$ cat config.mk
export PLATFORM = sky130hd
export DESIGN_NAME = exmon_top
export DESIGN_NICKNAME = d
export VERILOG_FILES = /design/src/rtl/exmon_pkg.sv /design/src/rtl/exmon_window.sv /design/src/rtl/exmon_ctrl.sv /design/src/rtl/exmon_eval.sv /design/src/rtl/exmon_top.sv
export SDC_FILE = /design/constraint.sdc
export NUM_CORES = 1
export LEC_CHECK = 0
export ABC_CLOCK_PERIOD_IN_PS = 3540
export BUFFER_PORTS_ARGS = -buffer_cell sky130_fd_sc_hd__buf_2
export CORE_AREA = 2 2 39 41
export CTS_CLUSTER_DIAMETER = 200
export DETAILED_ROUTE_END_ITERATION = 10
export DIE_AREA = 0 0 41 43
export SLEW_MARGIN = 10
export SYNTH_ARGS = -nofsm -noshare
export SYNTH_HDL_FRONTEND = slang
export SYNTH_SLANG_ARGS = --single-unit
$ cat constraint.sdc
create_clock -name clk -period 3.54 [get_ports clk]
set_clock_uncertainty 0.2 [all_clocks]
set_input_delay 0.531 -clock clk [delete_from_list [all_inputs] [get_ports clk]]
set_output_delay 0.531 -clock clk [all_outputs]
set_load 0.005 [all_outputs]
$ cat src/rtl/exmon_pkg.sv
package exmon_pkg;

  typedef enum logic [1:0] {
    MODE_A_EXCL_E = 2'b00,
    MODE_A_EXCL_B = 2'b01,
    MODE_A_FORB_B = 2'b10,
    MODE_E_FORB_A = 2'b11
  } monMode_t;

  localparam int NUM_CHECKS = 2;

  typedef struct packed {
    logic roseA;
    logic fallA;
    logic roseB;
    logic fallB;
    logic armed;
  } strobes_t;

endpackage

$ cat src/rtl/exmon_window.sv
module exmon_window (
  input  logic inWin,
  input  logic trig,
  output logic hit
);
  // a point event counts when it lies inside the closed interval
  assign hit = inWin & trig;
endmodule

$ cat src/rtl/exmon_ctrl.sv
module exmon_ctrl
  import exmon_pkg::*;
(
  input  logic     clk,
  input  logic     rstN,
  input  logic     stateA,
  input  logic     stateB,
  input  logic     evtE,
  input  monMode_t mode,
  output strobes_t strobes
);

  logic prevA;
  logic prevB;
  logic armedQ;

  always_ff @(posedge clk) begin
    if (!rstN) begin
      prevA  <= 1'b0;
      prevB  <= 1'b0;
      armedQ <= 1'b0;
    end else begin
      prevA <= stateA;
      prevB <= stateB;
      if (mode == MODE_E_FORB_A && evtE) armedQ <= 1'b1;
    end
  end

  always_comb begin
    strobes.roseA = stateA & ~prevA;
    strobes.fallA = ~stateA & prevA;
    strobes.roseB = stateB & ~prevB;
    strobes.fallB = ~stateB & prevB;
    strobes.armed = armedQ;
  end

  // nothing but reset disarms
  assert_armed_holds_R8: assert property (@(posedge clk) disable iff (!rstN)
    strobes.armed |=> strobes.armed);

  // an event in mode 3 arms the monitor for the next cycle
  assert_event_arms_R7: assert property (@(posedge clk) disable iff (!rstN)
    (mode == MODE_E_FORB_A && evtE) |=> strobes.armed);

endmodule

$ cat src/rtl/exmon_eval.sv
module exmon_eval
  import exmon_pkg::*;
(
  input  logic     clk,
  input  logic     rstN,
  input  logic     stateA,
  input  logic     stateB,
  input  logic     evtE,
  input  monMode_t mode,
  input  strobes_t strobes,
  output logic     violation,
  output logic     failPulse
);

  logic [NUM_CHECKS-1:0] inWin;
  logic [NUM_CHECKS-1:0] trig;
  logic [NUM_CHECKS-1:0] hit;
  logic failNow;

  // check 0: interval of A against e (mode 0) or start of B (mode 1)
  // check 1: interval of B against start of A
  always_comb begin
    inWin[0] = stateA | strobes.fallA;
    trig[0]  = (mode == MODE_A_EXCL_E) ? evtE : strobes.roseB;
    inWin[1] = stateB | strobes.fallB;
    trig[1]  = strobes.roseA;
  end

  for (genvar i = 0; i < NUM_CHECKS; i++) begin : gChk
    exmon_window uWin (
      .inWin (inWin[i]),
      .trig  (trig[i]),
      .hit   (hit[i])
    );
  end

  always_comb begin
    unique case (mode)
      MODE_A_EXCL_E: failNow = hit[0];
      MODE_A_EXCL_B: failNow = |hit;
      MODE_A_FORB_B: failNow = strobes.fallA & stateB;
      MODE_E_FORB_A: failNow = strobes.armed & strobes.roseA;
      default:       failNow = 1'b0;
    endcase
  end

  always_ff @(posedge clk) begin
    if (!rstN) begin
      violation <= 1'b0;
      failPulse <= 1'b0;
    end else begin
      violation <= violation | failNow;
      failPulse <= failNow;
    end
  end

  // e inside A gives a pulse on the next cycle
  assert_excl_event_R2: assert property (@(posedge clk) disable iff (!rstN)
    (mode == MODE_A_EXCL_E && evtE && stateA) |=> failPulse);

  // start of B inside A gives a pulse
  assert_excl_state_R4: assert property (@(posedge clk) disable iff (!rstN)
    (mode == MODE_A_EXCL_B && stateA && strobes.roseB) |=> failPulse);

  // entry into A while armed gives a pulse
  assert_forbid_entry_R7: assert property (@(posedge clk) disable iff (!rstN)
    (mode == MODE_E_FORB_A && strobes.armed && strobes.roseA) |=> failPulse);

  // flag is sticky, pulse implies flag, new flag comes with a pulse
  assert_sticky_R9: assert property (@(posedge clk) disable iff (!rstN)
    violation |=> violation);
  assert_pulse_flag_R9: assert property (@(posedge clk) disable iff (!rstN)
    failPulse |-> violation);
  assert_first_pulse_R9: assert property (@(posedge clk) disable iff (!rstN)
    $rose(violation) |-> failPulse);

endmodule

$ cat src/rtl/exmon_top.sv
module exmon_top
  import exmon_pkg::*;
(
  input  logic       clk,
  input  logic       rstN,
  input  logic       stateA,
  input  logic       stateB,
  input  logic       evtE,
  input  logic [1:0] mode,
  output logic       violation,
  output logic       failPulse
);

  monMode_t modeSel;
  strobes_t strobes;

  assign modeSel = monMode_t'(mode);

  exmon_ctrl uCtrl (
    .clk     (clk),
    .rstN    (rstN),
    .stateA  (stateA),
    .stateB  (stateB),
    .evtE    (evtE),
    .mode    (modeSel),
    .strobes (strobes)
  );

  exmon_eval uEval (
    .clk       (clk),
    .rstN      (rstN),
    .stateA    (stateA),
    .stateB    (stateB),
    .evtE      (evtE),
    .mode      (modeSel),
    .strobes   (strobes),
    .violation (violation),
    .failPulse (failPulse)
  );

endmodule

==> impl_results.rst <==
.. list-table::
   :header-rows: 1

   * - Metric
     - Value
   * - Result of the run
     - completed
   * - Vias per cell
     - 4.27
   * - Global placer's final weighted congestion
     - 0.686
   * - Crit path cell chain
     - buf_2
   * - Pin count of the biggest net entering global routing
     - 7
   * - Clock tree from TritonCTS
     - done
   * - Routed via count
     - 205
   * - CP Capture Type
     - primary output
   * - Wire length per cell after detailed routing
     - 8.77 µm
   * - Most frequent cells in the layout
     - sky130_fd_sc_hd__buf_2 (8), sky130_fd_sc_hd__dfxtp_1 (5), sky130_fd_sc_hd__clkbuf_4 (3)
   * - Path type of the worst min-delay path
     - register to register
   * - Number of instances resized during post-cts repair
     - 0
   * - Number of max-slew violations in the final report
     - 0
   * - Clk Latency, worst-skew pair
     - 0.24 ns
   * - Cell Pwr Density
     - 489 mW/mm²
   * - Total I/O pin count
     - 9
   * - Number of buffers on the longest clock path
     - 2
   * - Number of buffers inserted by port buffering
     - 8
   * - Starting density of the core
     - 15.0%
   * - Clock input transition at the sequential cells of the worst setup and hold paths
     - 0.04 ns
   * - Accumulated negative setup slack
     - 0 ns
   * - Total length of routed wires
     - 421 µm
   * - Remaining routing DRC violations
     - 0
   * - Distinct cell type count of the synthesized netlist
     - 13
   * - Synth Net Count
     - 27
   * - Final Cycle Share
     - 39.5%
   * - Yosys reg bits
     - 5
   * - Final net count
     - 40
   * - Residual antenna-violating net count after detailed routing
     - 0
   * - Worst Setup Slack, final
     - 2.14 ns
   * - H-tree lvl count
     - 1
   * - Overall routing resource usage
     - 7.63%
   * - Average footprint of a synthesized cell
     - 10.4 µm²
   * - Post-synthesis cell type with the largest combined area
     - sky130_fd_sc_hd__dfxtp_1
   * - Most common cell after layout, fill and taps aside
     - sky130_fd_sc_hd__buf_2
   * - Worst-case vdd ir drop
     - 0.165 mV
   * - Class of the most critical setup path
     - register to primary output
   * - Placed standard-cell area
     - 268 µm²
   * - Pre-CTS WS
     - 1.97 ns
   * - Main area contributors after synthesis
     - sky130_fd_sc_hd__dfxtp_1 (48%), sky130_fd_sc_hd__or2b_1 (7.2%), sky130_fd_sc_hd__a31oi_1 (6.0%)
   * - Hold violation total from the final report
     - 0
   * - CP Launch Type
     - register
   * - Final critical-path required period
     - 1.40 ns
   * - Antenna cell count
     - 0
   * - Syn-to-layout area delta
     - 41.6%
   * - Final global-route overflow total
     - 0
   * - Unrepaired setup endpoints after global routing
     - no
   * - CTS buffer count
     - 3
   * - Number of maximum-capacitance constraint violations
     - 0
   * - Number of antenna violations at the first check in global routing
     - 0
   * - Number of detailed-route iterations in the first pass
     - 2
   * - Number of placement rows
     - 14
   * - Total number of yosys warnings
     - 0
   * - Relative slew slack
     - 84.9%
   * - Clock tree root buffer cell
     - sky130_fd_sc_hd__clkbuf_4
   * - Initial detailed-routing violation count
     - 5
   * - Critical path peak fanout
     - 2
   * - Floorplan Core Area
     - 0.00138 mm²
   * - Post-cts hold buffer count
     - 0
   * - Portion of synthesized cell area occupied by the leading cell type
     - 48.2%
   * - Slowest cell on crit path
     - sky130_fd_sc_hd__dfxtp_1
   * - Height of the die
     - 43 µm
   * - Top achievable clock speed
     - 715 MHz
   * - Sinks on the clock net
     - 5
   * - Sequential element share of the synthesized area
     - 48.2%
   * - Synth Instances
     - 20
   * - Share of layout cells above drive strength 1
     - 40.6%
   * - Required @ worst endpoint
     - 2.81 ns
   * - Slowest stage delay, CP
     - 0.32 ns
   * - Die ar.
     - 0.00176 mm²
   * - WP buf/inv
     - 1
   * - Post-Layout Inst Area
     - 294 µm²
   * - Worst-Margin Slew
     - 0.226 ns
   * - Data arrival, critical path
     - 0.67 ns
   * - Die span in x
     - 41 µm
   * - Synthesized cell area
     - 208 µm²
   * - Number of global-route vias before repair
     - 197
   * - Number of buffers inserted by post-CTS setup repair
     - 0
   * - Leakage power
     - 0.000124 µW
   * - Global-route wire length before repair
     - 765 µm
   * - Cell type group with the largest total delay on the critical path
     - flip-flops
   * - Final setup violating endpoints
     - 0
==> sequential cells by signal, summed over array words and instances, names as in the netlist <==
name	cells
uCtrl.prevA	1
uCtrl.armedQ	1
uEval.violation	1
uEval.failPulse	1
uCtrl.prevB	1
==> power by group <==
part           leakage, µW  total (µW)  switching (µW)  internal [µW]
Sequential       0.0000414        62.9            2.24           60.7
Combinational    0.0000679        17.2            7.68           9.54
Clock            0.0000150        63.8            21.3           42.5
==> final timing paths <==
| check | cells after the start | end | start | slack (ns) |
|---|---|---|---|---|
| setup reg to reg | 3 | uEval.violation | uCtrl.armedQ | 2.34 |
| hold reg to reg | 1 | uEval.violation | uEval.violation | 0.27 |
| hold / removal | 1 | uEval.violation | uEval.violation | 0.27 |
| setup / recovery | 1 | violation | uEval.violation | 2.14 |
==> routing by layer <==
layer	GRT usage (%)	part of all wire (%)
met4	6.00	0
met2	8.75	47
met3	9.42	12
met5	0	0
met1	6.75	41
==> layout make-up <==
cell class	count	area, µm²
fill	155	1090
multi-input combinational	15	108
sequential	5	100
timing repair buffer	8	40.0
clock buffer	4	26.3
tap	16	20.0
==> synthesized netlist by cell type, drive strengths merged <==
| master | n |
|---|---|
| and3 | 1 |
| o221ai | 1 |
| a31oi | 2 |
| a211oi | 1 |
| o31ai | 1 |
| a32o | 1 |
| nor2 | 1 |
| dfxtp | 5 |
| and2 | 2 |
| a21oi | 1 |
| a21boi | 1 |
| or2b | 2 |
| nor2b | 1 |
==> cells by family (layout without fill, tap and decap cells) <==
family	count (synthesis)	count (layout)	synth area share (%)
AOI/OAI and AO/OA	8	8	30.1
buffers and inverters	0	12	0
DFF	5	5	48.2
and+or+nand+nor	7	7	21.7
==> per-stage QoR <==
| step | hold slack (ns) | cells | power, µW | utilization, % |
|---|---|---|---|---|
| 2_1_floorplan | 0.266 | 20 | 71.9 | - |
| 3_3_place_gp | 0.263 | 44 | 81.0 | 19.3 |
| 3_5_place_dp | 0.267 | 44 | 81.1 | 19.3 |
| 4_1_cts | 0.277 | 48 | 148 | 21.2 |
| 5_1_grt | 0.310 | 48 | 159 | 21.2 |
| 6_report | 0.272 | 48 | 144 | 21.2 |
No activity file was read; power rests on OpenSTA's default activity.
